--- src/rtl/autoinc_dec_pkg.sv ---
`timescale 1ns/1ps
package autoinc_dec_pkg;
  localparam int ADDR_W  = 16;
  localparam int SPACE_W = 4;
  localparam int UNIT_W  = 4;
  localparam int OFF_W   = ADDR_W - SPACE_W - UNIT_W;
  localparam int WORD_W  = ADDR_W - SPACE_W;
  localparam int NUM_BUFS = 11;

  typedef struct packed {
    logic loadCnt;
    logic stepCnt;
    logic accRd;
    logic accWr;
  } ctrlStrobe_t;

  // space code owned by buffer slot i: slots 0..2 -> 1..3, slots 3..10 -> 8..F
  function automatic logic [SPACE_W-1:0] slotSpace(input int i);
    if (i < 3) return SPACE_W'(i + 1);
    else       return SPACE_W'(i + 5);
  endfunction
endpackage

--- src/rtl/autoinc_ctrl.sv ---
`timescale 1ns/1ps
module autoinc_ctrl
  import autoinc_dec_pkg::*;
(
  input  logic        addrLoad,
  input  logic        hostRd,
  input  logic        hostWr,
  output ctrlStrobe_t strobes
);
  logic accAny;

  always_comb begin
    accAny          = !addrLoad && (hostRd || hostWr);
    strobes.loadCnt = addrLoad;
    strobes.stepCnt = accAny;
    strobes.accWr   = accAny && hostWr;
    strobes.accRd   = accAny && hostRd && !hostWr;
  end
endmodule

--- src/rtl/autoinc_dpath.sv ---
`timescale 1ns/1ps
module autoinc_dpath
  import autoinc_dec_pkg::*;
#(
  parameter int DATA_W    = 16,
  parameter int NUM_UNITS = 4,
  parameter int DEPTH_W   = 9,
  parameter logic [NUM_UNITS*DEPTH_W-1:0] UNIT_DEPTHS = {9'd256, 9'd16, 9'd64, 9'd8}
)(
  input  logic                 clk,
  input  logic                 rst_n,
  input  ctrlStrobe_t          strobes,
  input  logic [ADDR_W-1:0]    loadValue,
  input  logic [DATA_W-1:0]    regRdata,
  input  logic [DATA_W-1:0]    bufRdata,
  output logic [DATA_W-1:0]    hostRdata,
  output logic [NUM_UNITS-1:0] regSel,
  output logic [OFF_W-1:0]     regOffset,
  output logic [NUM_BUFS-1:0]  bufSel,
  output logic [WORD_W-1:0]    bufWord,
  output logic                 intClr
);
  logic [ADDR_W-1:0]    addrCnt;
  logic [SPACE_W-1:0]   spaceNum;
  logic [UNIT_W-1:0]    unitNum;
  logic [OFF_W-1:0]     offNum;
  logic [NUM_UNITS-1:0] unitHit;
  logic [NUM_BUFS-1:0]  bufHit;
  logic                 accAny;

  always_ff @(posedge clk or negedge rst_n) begin
    if (!rst_n)               addrCnt <= '0;
    else if (strobes.loadCnt) addrCnt <= loadValue;
    else if (strobes.stepCnt) addrCnt <= addrCnt + 1'b1;
  end

  assign spaceNum = addrCnt[ADDR_W-1 -: SPACE_W];
  assign unitNum  = addrCnt[OFF_W +: UNIT_W];
  assign offNum   = addrCnt[OFF_W-1:0];
  assign accAny   = strobes.accRd || strobes.accWr;

  for (genvar u = 0; u < NUM_UNITS; u++) begin : gUnit
    localparam logic [DEPTH_W-1:0] UnitDepth = UNIT_DEPTHS[u*DEPTH_W +: DEPTH_W];
    assign unitHit[u] = (spaceNum == '0) && (unitNum == UNIT_W'(u)) &&
                        (DEPTH_W'(offNum) < UnitDepth);
  end

  for (genvar b = 0; b < NUM_BUFS; b++) begin : gBuf
    assign bufHit[b] = (spaceNum == slotSpace(b));
  end

  assign regSel    = accAny ? unitHit : '0;
  assign bufSel    = accAny ? bufHit  : '0;
  assign regOffset = offNum;
  assign bufWord   = addrCnt[WORD_W-1:0];
  assign intClr    = accAny && (addrCnt == '0);

  always_comb begin
    hostRdata = '0;
    if (strobes.accRd) begin
      if (|unitHit)     hostRdata = regRdata;
      else if (|bufHit) hostRdata = bufRdata;
    end
  end

  assert_load_value_R1: assert property (@(posedge clk) disable iff (!rst_n)
    strobes.loadCnt |=> addrCnt == $past(loadValue));
  assert_step_R2: assert property (@(posedge clk) disable iff (!rst_n)
    (strobes.stepCnt && !strobes.loadCnt) |=> addrCnt == $past(addrCnt) + 1'b1);
  assert_hold_R2: assert property (@(posedge clk) disable iff (!rst_n)
    (!strobes.stepCnt && !strobes.loadCnt) |=> $stable(addrCnt));
  assert_wrap_R3: assert property (@(posedge clk) disable iff (!rst_n)
    (strobes.stepCnt && !strobes.loadCnt && addrCnt == '1) |=> addrCnt == '0);
  assert_unit_onehot_R4: assert property (@(posedge clk) disable iff (!rst_n)
    $onehot0(regSel));
  assert_buf_onehot_R5: assert property (@(posedge clk) disable iff (!rst_n)
    $onehot0(bufSel));
endmodule

--- src/rtl/autoinc_addr_dec.sv ---
`timescale 1ns/1ps
module autoinc_addr_dec
  import autoinc_dec_pkg::*;
#(
  parameter int DATA_W    = 16,
  parameter int NUM_UNITS = 4,
  parameter int DEPTH_W   = 9,
  parameter logic [NUM_UNITS*DEPTH_W-1:0] UNIT_DEPTHS = {9'd256, 9'd16, 9'd64, 9'd8}
)(
  input  logic                 clk,
  input  logic                 rst_n,
  input  logic                 addrLoad,
  input  logic                 hostRd,
  input  logic                 hostWr,
  input  logic [ADDR_W-1:0]    hostWdata,
  output logic [DATA_W-1:0]    hostRdata,
  input  logic [DATA_W-1:0]    regRdata,
  input  logic [DATA_W-1:0]    bufRdata,
  output logic                 devRd,
  output logic                 devWr,
  output logic [NUM_UNITS-1:0] regSel,
  output logic [OFF_W-1:0]     regOffset,
  output logic [NUM_BUFS-1:0]  bufSel,
  output logic [WORD_W-1:0]    bufWord,
  output logic                 intClr
);
  ctrlStrobe_t strobes;

  autoinc_ctrl ctrl_i (
    .addrLoad (addrLoad),
    .hostRd   (hostRd),
    .hostWr   (hostWr),
    .strobes  (strobes)
  );

  autoinc_dpath #(
    .DATA_W      (DATA_W),
    .NUM_UNITS   (NUM_UNITS),
    .DEPTH_W     (DEPTH_W),
    .UNIT_DEPTHS (UNIT_DEPTHS)
  ) dpath_i (
    .clk       (clk),
    .rst_n     (rst_n),
    .strobes   (strobes),
    .loadValue (hostWdata),
    .regRdata  (regRdata),
    .bufRdata  (bufRdata),
    .hostRdata (hostRdata),
    .regSel    (regSel),
    .regOffset (regOffset),
    .bufSel    (bufSel),
    .bufWord   (bufWord),
    .intClr    (intClr)
  );

  assign devRd = strobes.accRd;
  assign devWr = strobes.accWr;

  assert_load_quiet_R1: assert property (@(posedge clk) disable iff (!rst_n)
    addrLoad |-> (!devRd && !devWr && regSel == '0 && bufSel == '0 && !intClr));
  assert_space_exclusive_R6: assert property (@(posedge clk) disable iff (!rst_n)
    !((|regSel) && (|bufSel)));
  assert_clr_at_zero_R8: assert property (@(posedge clk) disable iff (!rst_n)
    intClr |-> (regOffset == '0 && bufSel == '0 && (devRd || devWr)));
  assert_rdata_idle_R9: assert property (@(posedge clk) disable iff (!rst_n)
    (regSel == '0 && bufSel == '0) |-> hostRdata == '0);
endmodule

--- config.mk ---
export PLATFORM = sky130hd
export DESIGN_NAME = autoinc_addr_dec
export DESIGN_NICKNAME = d
export VERILOG_FILES = /design/src/rtl/autoinc_dec_pkg.sv /design/src/rtl/autoinc_ctrl.sv /design/src/rtl/autoinc_dpath.sv /design/src/rtl/autoinc_addr_dec.sv
export SDC_FILE = /design/constraint.sdc
export NUM_CORES = 1
export LEC_CHECK = 0
export CORE_MARGIN = 4
export CORE_UTILIZATION = 50
export CTS_CLUSTER_SIZE = 40
export DETAILED_ROUTE_END_ITERATION = 12
export DONT_BUFFER_PORTS = 1
export SKIP_LAST_GASP = 1
export SYNTH_ARGS = -nofsm -noshare
export SYNTH_HDL_FRONTEND = slang
export SYNTH_HIERARCHICAL = 1
export SYNTH_SLANG_ARGS = --single-unit
--- constraint.sdc ---
create_clock -name clk -period 3.3 [get_ports clk]
set_input_delay 0.66 -clock clk [delete_from_list [all_inputs] [get_ports clk]]
set_output_delay 0.66 -clock clk [all_outputs]
set_load 0.05 [all_outputs]
=== Yosys cells after proc, flatten, opt, wreduce, memory -nomap -nowiden ===
Index checks and enable logic that the tools add are counted.

* $add $sub $neg: 1
* Magnitude comparators: 3
* Equality and inequality tests: 14
* Mux-type cells: 7
* Reductions and logical operators: 22

{| class="wikitable"
|+ Operator list
! operator !! number
|-
| 16-bit two-way mux || 5
|-
| 4-bit == test, second input constant || 8
|-
| 16-bit by 1-bit adder with 16-bit output, second input constant || 1
|-
| 4-bit by 2-bit == test with 1-bit output, second input constant || 4
|-
| 16-bit zero test || 1
|-
| 1-bit logical AND || 12
|-
| 11-bit two-way mux || 1
|-
| 11-bit OR reduction || 1
|-
| 4-bit by 1-bit == test with 1-bit output, second input constant || 2
|-
| 4-bit zero test || 2
|-
| 8-bit by 4-bit less-than comparator with 1-bit output, second input constant || 1
|-
| 8-bit by 5-bit less-than comparator with 1-bit output, second input constant || 1
|-
| 8-bit by 7-bit less-than comparator with 1-bit output, second input constant || 1
|-
| 4-bit two-way mux || 1
|-
| 4-bit OR reduction || 1
|-
| 1-bit zero test || 2
|-
| 1-bit logical OR || 2
|-
| 2-bit nonzero test || 1
|}

* Register bits after elaboration: 16
* Output and inout bits: 54
* Word-level logic and storage cells: 48

=== Depth between registers and ports, before layout ===
* Depth in word-level cells: 6
* Depth in mapped cells: 7
* Depth with buffers taken out: 5

=== Hierarchy ===
The synthesis kept the hierarchy.

{| class="wikitable"
|+ Modules (own cells, without submodules)
! module !! times used !! cells an instance !! area an instance (um2) !! sequential area each (um2)
|-
| autoinc_dpath || 1 || 180 || 1445.1 || 400.4
|-
| autoinc_ctrl || 1 || 5 || 43.8 || 0.0
|}

=== Worst setup path after synthesis ===
No wires, ideal clock.

* Kind: in2out
* From: input hostWr
* To: output intClr
* Arrival: 4021 ps
* Path slack: -1381 ps
* Stages: 5
* Cells stage by stage: nor3b_2 nor2_1 nand4b_1 nor4_1 and3b_1

* Word-level cells in the longest chain between the ends: 6
* Elaborated cells on any way between the ends: 8
* Those cells by class: 8 x reduce/logical

{| class="wikitable"
|+ RTL lines
! item !! RTL line !! source
|-
| start: declaration || autoinc_addr_dec.sv:14 || <nowiki>input logic hostWr,</nowiki>
|-
| 1-bit logical OR || autoinc_ctrl.sv:13 || <nowiki>accAny = !addrLoad && (hostRd || hostWr);</nowiki>
|-
| 1-bit logical AND || autoinc_ctrl.sv:13 ||
|-
| 1-bit logical AND (2 in series) || autoinc_ctrl.sv:17 || <nowiki>strobes.accRd = accAny && hostRd && !hostWr;</nowiki>
|-
| 1-bit logical OR * || autoinc_dpath.sv:40 || <nowiki>assign accAny = strobes.accRd || strobes.accWr;</nowiki>
|-
| 1-bit logical AND * || autoinc_dpath.sv:56 || <nowiki>assign intClr = accAny && (addrCnt == '0);</nowiki>
|-
| end: declaration || autoinc_addr_dec.sv:25 || <nowiki>output logic intClr</nowiki>
|}

Every way passes the cells marked *; elsewhere a longest branch is shown, timed or not.

=== Worst setup path in the final report ===
Ends and elaborated chain as after synthesis.

==> flow_summary.json <==
{
  "min_period_ns": 3.05,
  "number_of_enable_type_register_cells_in_the_synthesized_netlist": 0,
  "final_min_period_over_clock_period": 0.923,
  "synth_top_cell_area_share": 0.269,
  "tritoncts.num_buffers": 3,
  "antenna_found_initial": 0,
  "synth_fa_ha_area_frac": 0.0168,
  "report.final.setup_viol": 0,
  "cts_hold_repair.buffers": 0,
  "ant_nets": 0,
  "number_of_global_route_vias_before_repair": 1384,
  "clkLatencyLatePin_ns": 0.28,
  "avgRoutedWirePerCell_um": 18.1,
  "synthTopCellsByArea": "dfrtp_1 27%, buf_4 11%, a22o_1 9.4%, nand2_1 5.5%, xnor2_1 5.3%",
  "grt_util_all_layers": 0.211,
  "grt_pass1_wl_mm": 6.66,
  "cp-startpoint": "hostWr",
  "synth.distinct_cells": 33,
  "leading_area_contributor_after_synthesis": "dfrtp_1",
  "postCtsSetupBuffers": 0,
  "cts-htree-levels": 1,
  "largest_register_ff_count": 16,
  "p_leak_nw": 0.783,
  "muxShareOfSynthArea": 0.0218,
  "max-slew-margin-rel": 0.582,
  "rsz0062_at_grt": "no",
  "seq_cells_post_synth": 16,
  "clock_sink_count": 16,
  "async_flop_share": 1.00,
  "route.detailed.drc": 0,
  "netlist_area_um2": 1490,
  "cts_repair_resize_count": 0,
  "max-clock-path-buffers": 2,
  "grt_max_degree": 34,
  "power.ir.vdd_worst_mv": 0.149,
  "finalWeightedCongestion": 0.809,
  "placement_rows": 19,
  "areaGrowthSynthToFinish_pct": 28.9,
  "synth_top_family_by_area": "simple AND/OR/NAND/NOR gates",
  "synth_simple_gate_area_frac": 0.257,
  "registers.top_by_ff_count": "dpath_i/addrCnt",
  "antenna_cells": 0,
  "synth_nets": 240,
  "drt_pass1_iterations": 4,
  "die_height_um": 62.6,
  "chipWidth_um": 62.6,
  "run_status": "completed",
  "top_regs": "dpath_i/addrCnt (16)",
  "initial_utilization": 0.531,
  "critical_path_required_ns": 2.64,
  "final.setup.tns_ns": 0,
  "pwr_density_cell_nw_per_um2": 330,
  "port_buffers": 0,
  "fmax_mhz": 328,
  "number_of_max_capacitance_violations_reported": 0,
  "fill_cells": 233,
  "worst-endpoint-arrival_ns": 2.39,
  "syn_avg_cell_area_um2": 8.05,
  "pre_cts_slack_ns": 0.261,
  "timing.final.ws_setup_ns": 0.253,
  "overflow": 0,
  "cts_tree": "yes",
  "root_buffer": "clkbuf_4",
  "synth_compound_gate_area_share": 0.183,
  "via_count": 1379,
  "drive_above_1_share": 0.300,
  "final_net_count": 260,
  "worst_r2r_startpoint": "dpath_i/addrCnt[1]",
  "yosysWarningCount": 6,
  "hold_path.class": "in2async",
  "synth_cells": 185,
  "cp-end-kind": "primary output",
  "path_max_fanout": 4,
  "place.detailed.hpwl_mm": 3.51,
  "core-area_um2": 2810,
  "timing_max_transition_violations_final": 0,
  "die_area_um2": 3920,
  "startpoint_class": "input port",
  "post_drt_via_cell_ratio": 5.89,
  "post_synth_xor_area_fraction": 0.0882,
  "wirelength_mm": 4.24,
  "cts.clk_slew.worst_paths_ns": 0.09,
  "timing.setup.critical_path_class": "in2out",
  "synth_flop_cell": "dfrtp_1",
  "yosys-top-cells-count": "22 x buf_4, 22 x nand2_1, 16 x a22o_1, 16 x dfrtp_1",
  "drt_first_iter_violations": 55,
  "worst_clock_skew_ns": 0.00367,
  "synth-seq-area-share": 0.269,
  "tightest_pin_transition_ns": 0.626,
  "final_hold_viol_count": 0,
  "floorplan.io_pins": 107
}
through the flow:
| stage | area, um2 | instances | util | hold WS [ns] | total power, mW |
|---|---|---|---|---|---|
| 4_1_cts | 1920 | 234 | 0.684 | 0.0497 | 0.637 |
| 3_5_place_dp | 1900 | 231 | 0.676 | 0.365 | 0.535 |
| 5_1_grt | 1920 | 234 | 0.684 | 0.0328 | 0.667 |
| 2_1_floorplan | 1510 | 185 | - | 0.364 | 0.504 |
| 6_report | 1920 | 234 | 0.684 | 0.0578 | 0.634 |
| 3_3_place_gp | 1900 | 231 | 0.676 | 0.365 | 0.528 |
layer usage:
layer	part of all wire	wire (um)	vias to the layer above	track usage
met1	0.38	1600	650	0.225
met4	0.0028	12	0	0.0413
met3	0.086	365	2	0.0755
li1	-	-	664	-
met2	0.53	2260	63	0.397
met5	0	0	-	0
worst paths after layout:
kind	to	slack [ns]	cells after the start
setup / recovery	intClr	0.25	6
hold / removal	dpath_i/addrCnt[6]	0.06	0
setup reg to reg	dpath_i/addrCnt[12]	1.14	6
hold reg to reg	dpath_i/addrCnt[15]	0.68	2
max in group asynchronous	dpath_i/addrCnt[1]	3.17	0
min in group clk	dpath_i/addrCnt[10]	0.48	1
cell usage in the layout (no fill, tap or decap):
master	count
a2111oi_4	1
a21oi_1	1
a22o_1	16
and3_1	1
and3b_2	1
buf_12	17
buf_4	30
clkbuf_4	3
dfrtp_1	16
ha_1	2
inv_1	6
mux2_2	2
mux2i_1	1
nand2_1	22
nand2_2	1
nand2b_1	3
nand3_1	4
nand4_1	7
nand4b_1	1
nor2_1	15
nor2_2	2
nor2b_2	1
nor3_1	8
nor3_4	1
nor3b_4	1
nor4_1	6
nor4_4	1
o211ai_1	1
o21a_1	1
o21ai_0	15
o21ba_1	1
xnor2_1	9
xor2_1	6
power by group:
part           internal [mW]  total [mW]  switching (mW)
Clock                 0.0423       0.103          0.0604
Sequential             0.215       0.241          0.0256
Combinational         0.0835       0.290           0.207
Total                  0.341       0.634           0.293
final cells by class:
class                      instances  area (um2)  area share
inverter                           6        22.5      0.0117
sequential                        16         400       0.209
multi-input combinational        131         870       0.453
timing repair buffer              47         566       0.295
clock buffer                       3        22.5      0.0117
tap                               31        38.8      0.0202
cells by family after synthesis:
| family | after synthesis |
|---|---|
| AO/OA/AOI/OAI | 36 |
| flip-flops | 16 |
| AND/OR/NAND/NOR | 75 |
| XOR/XNOR | 15 |
| buffers and inverters | 38 |
| multiplexers | 3 |
| adder cells (fa/ha/maj) | 2 |
critical path, cell delays in order:
cell      delay (ns)
nor3b_4         0.54
nor2_1          0.14
nand4b_1        0.34
nor4_4          0.32
and3b_2         0.25
buf_12          0.14
Power figures use the tool's default switching activity.
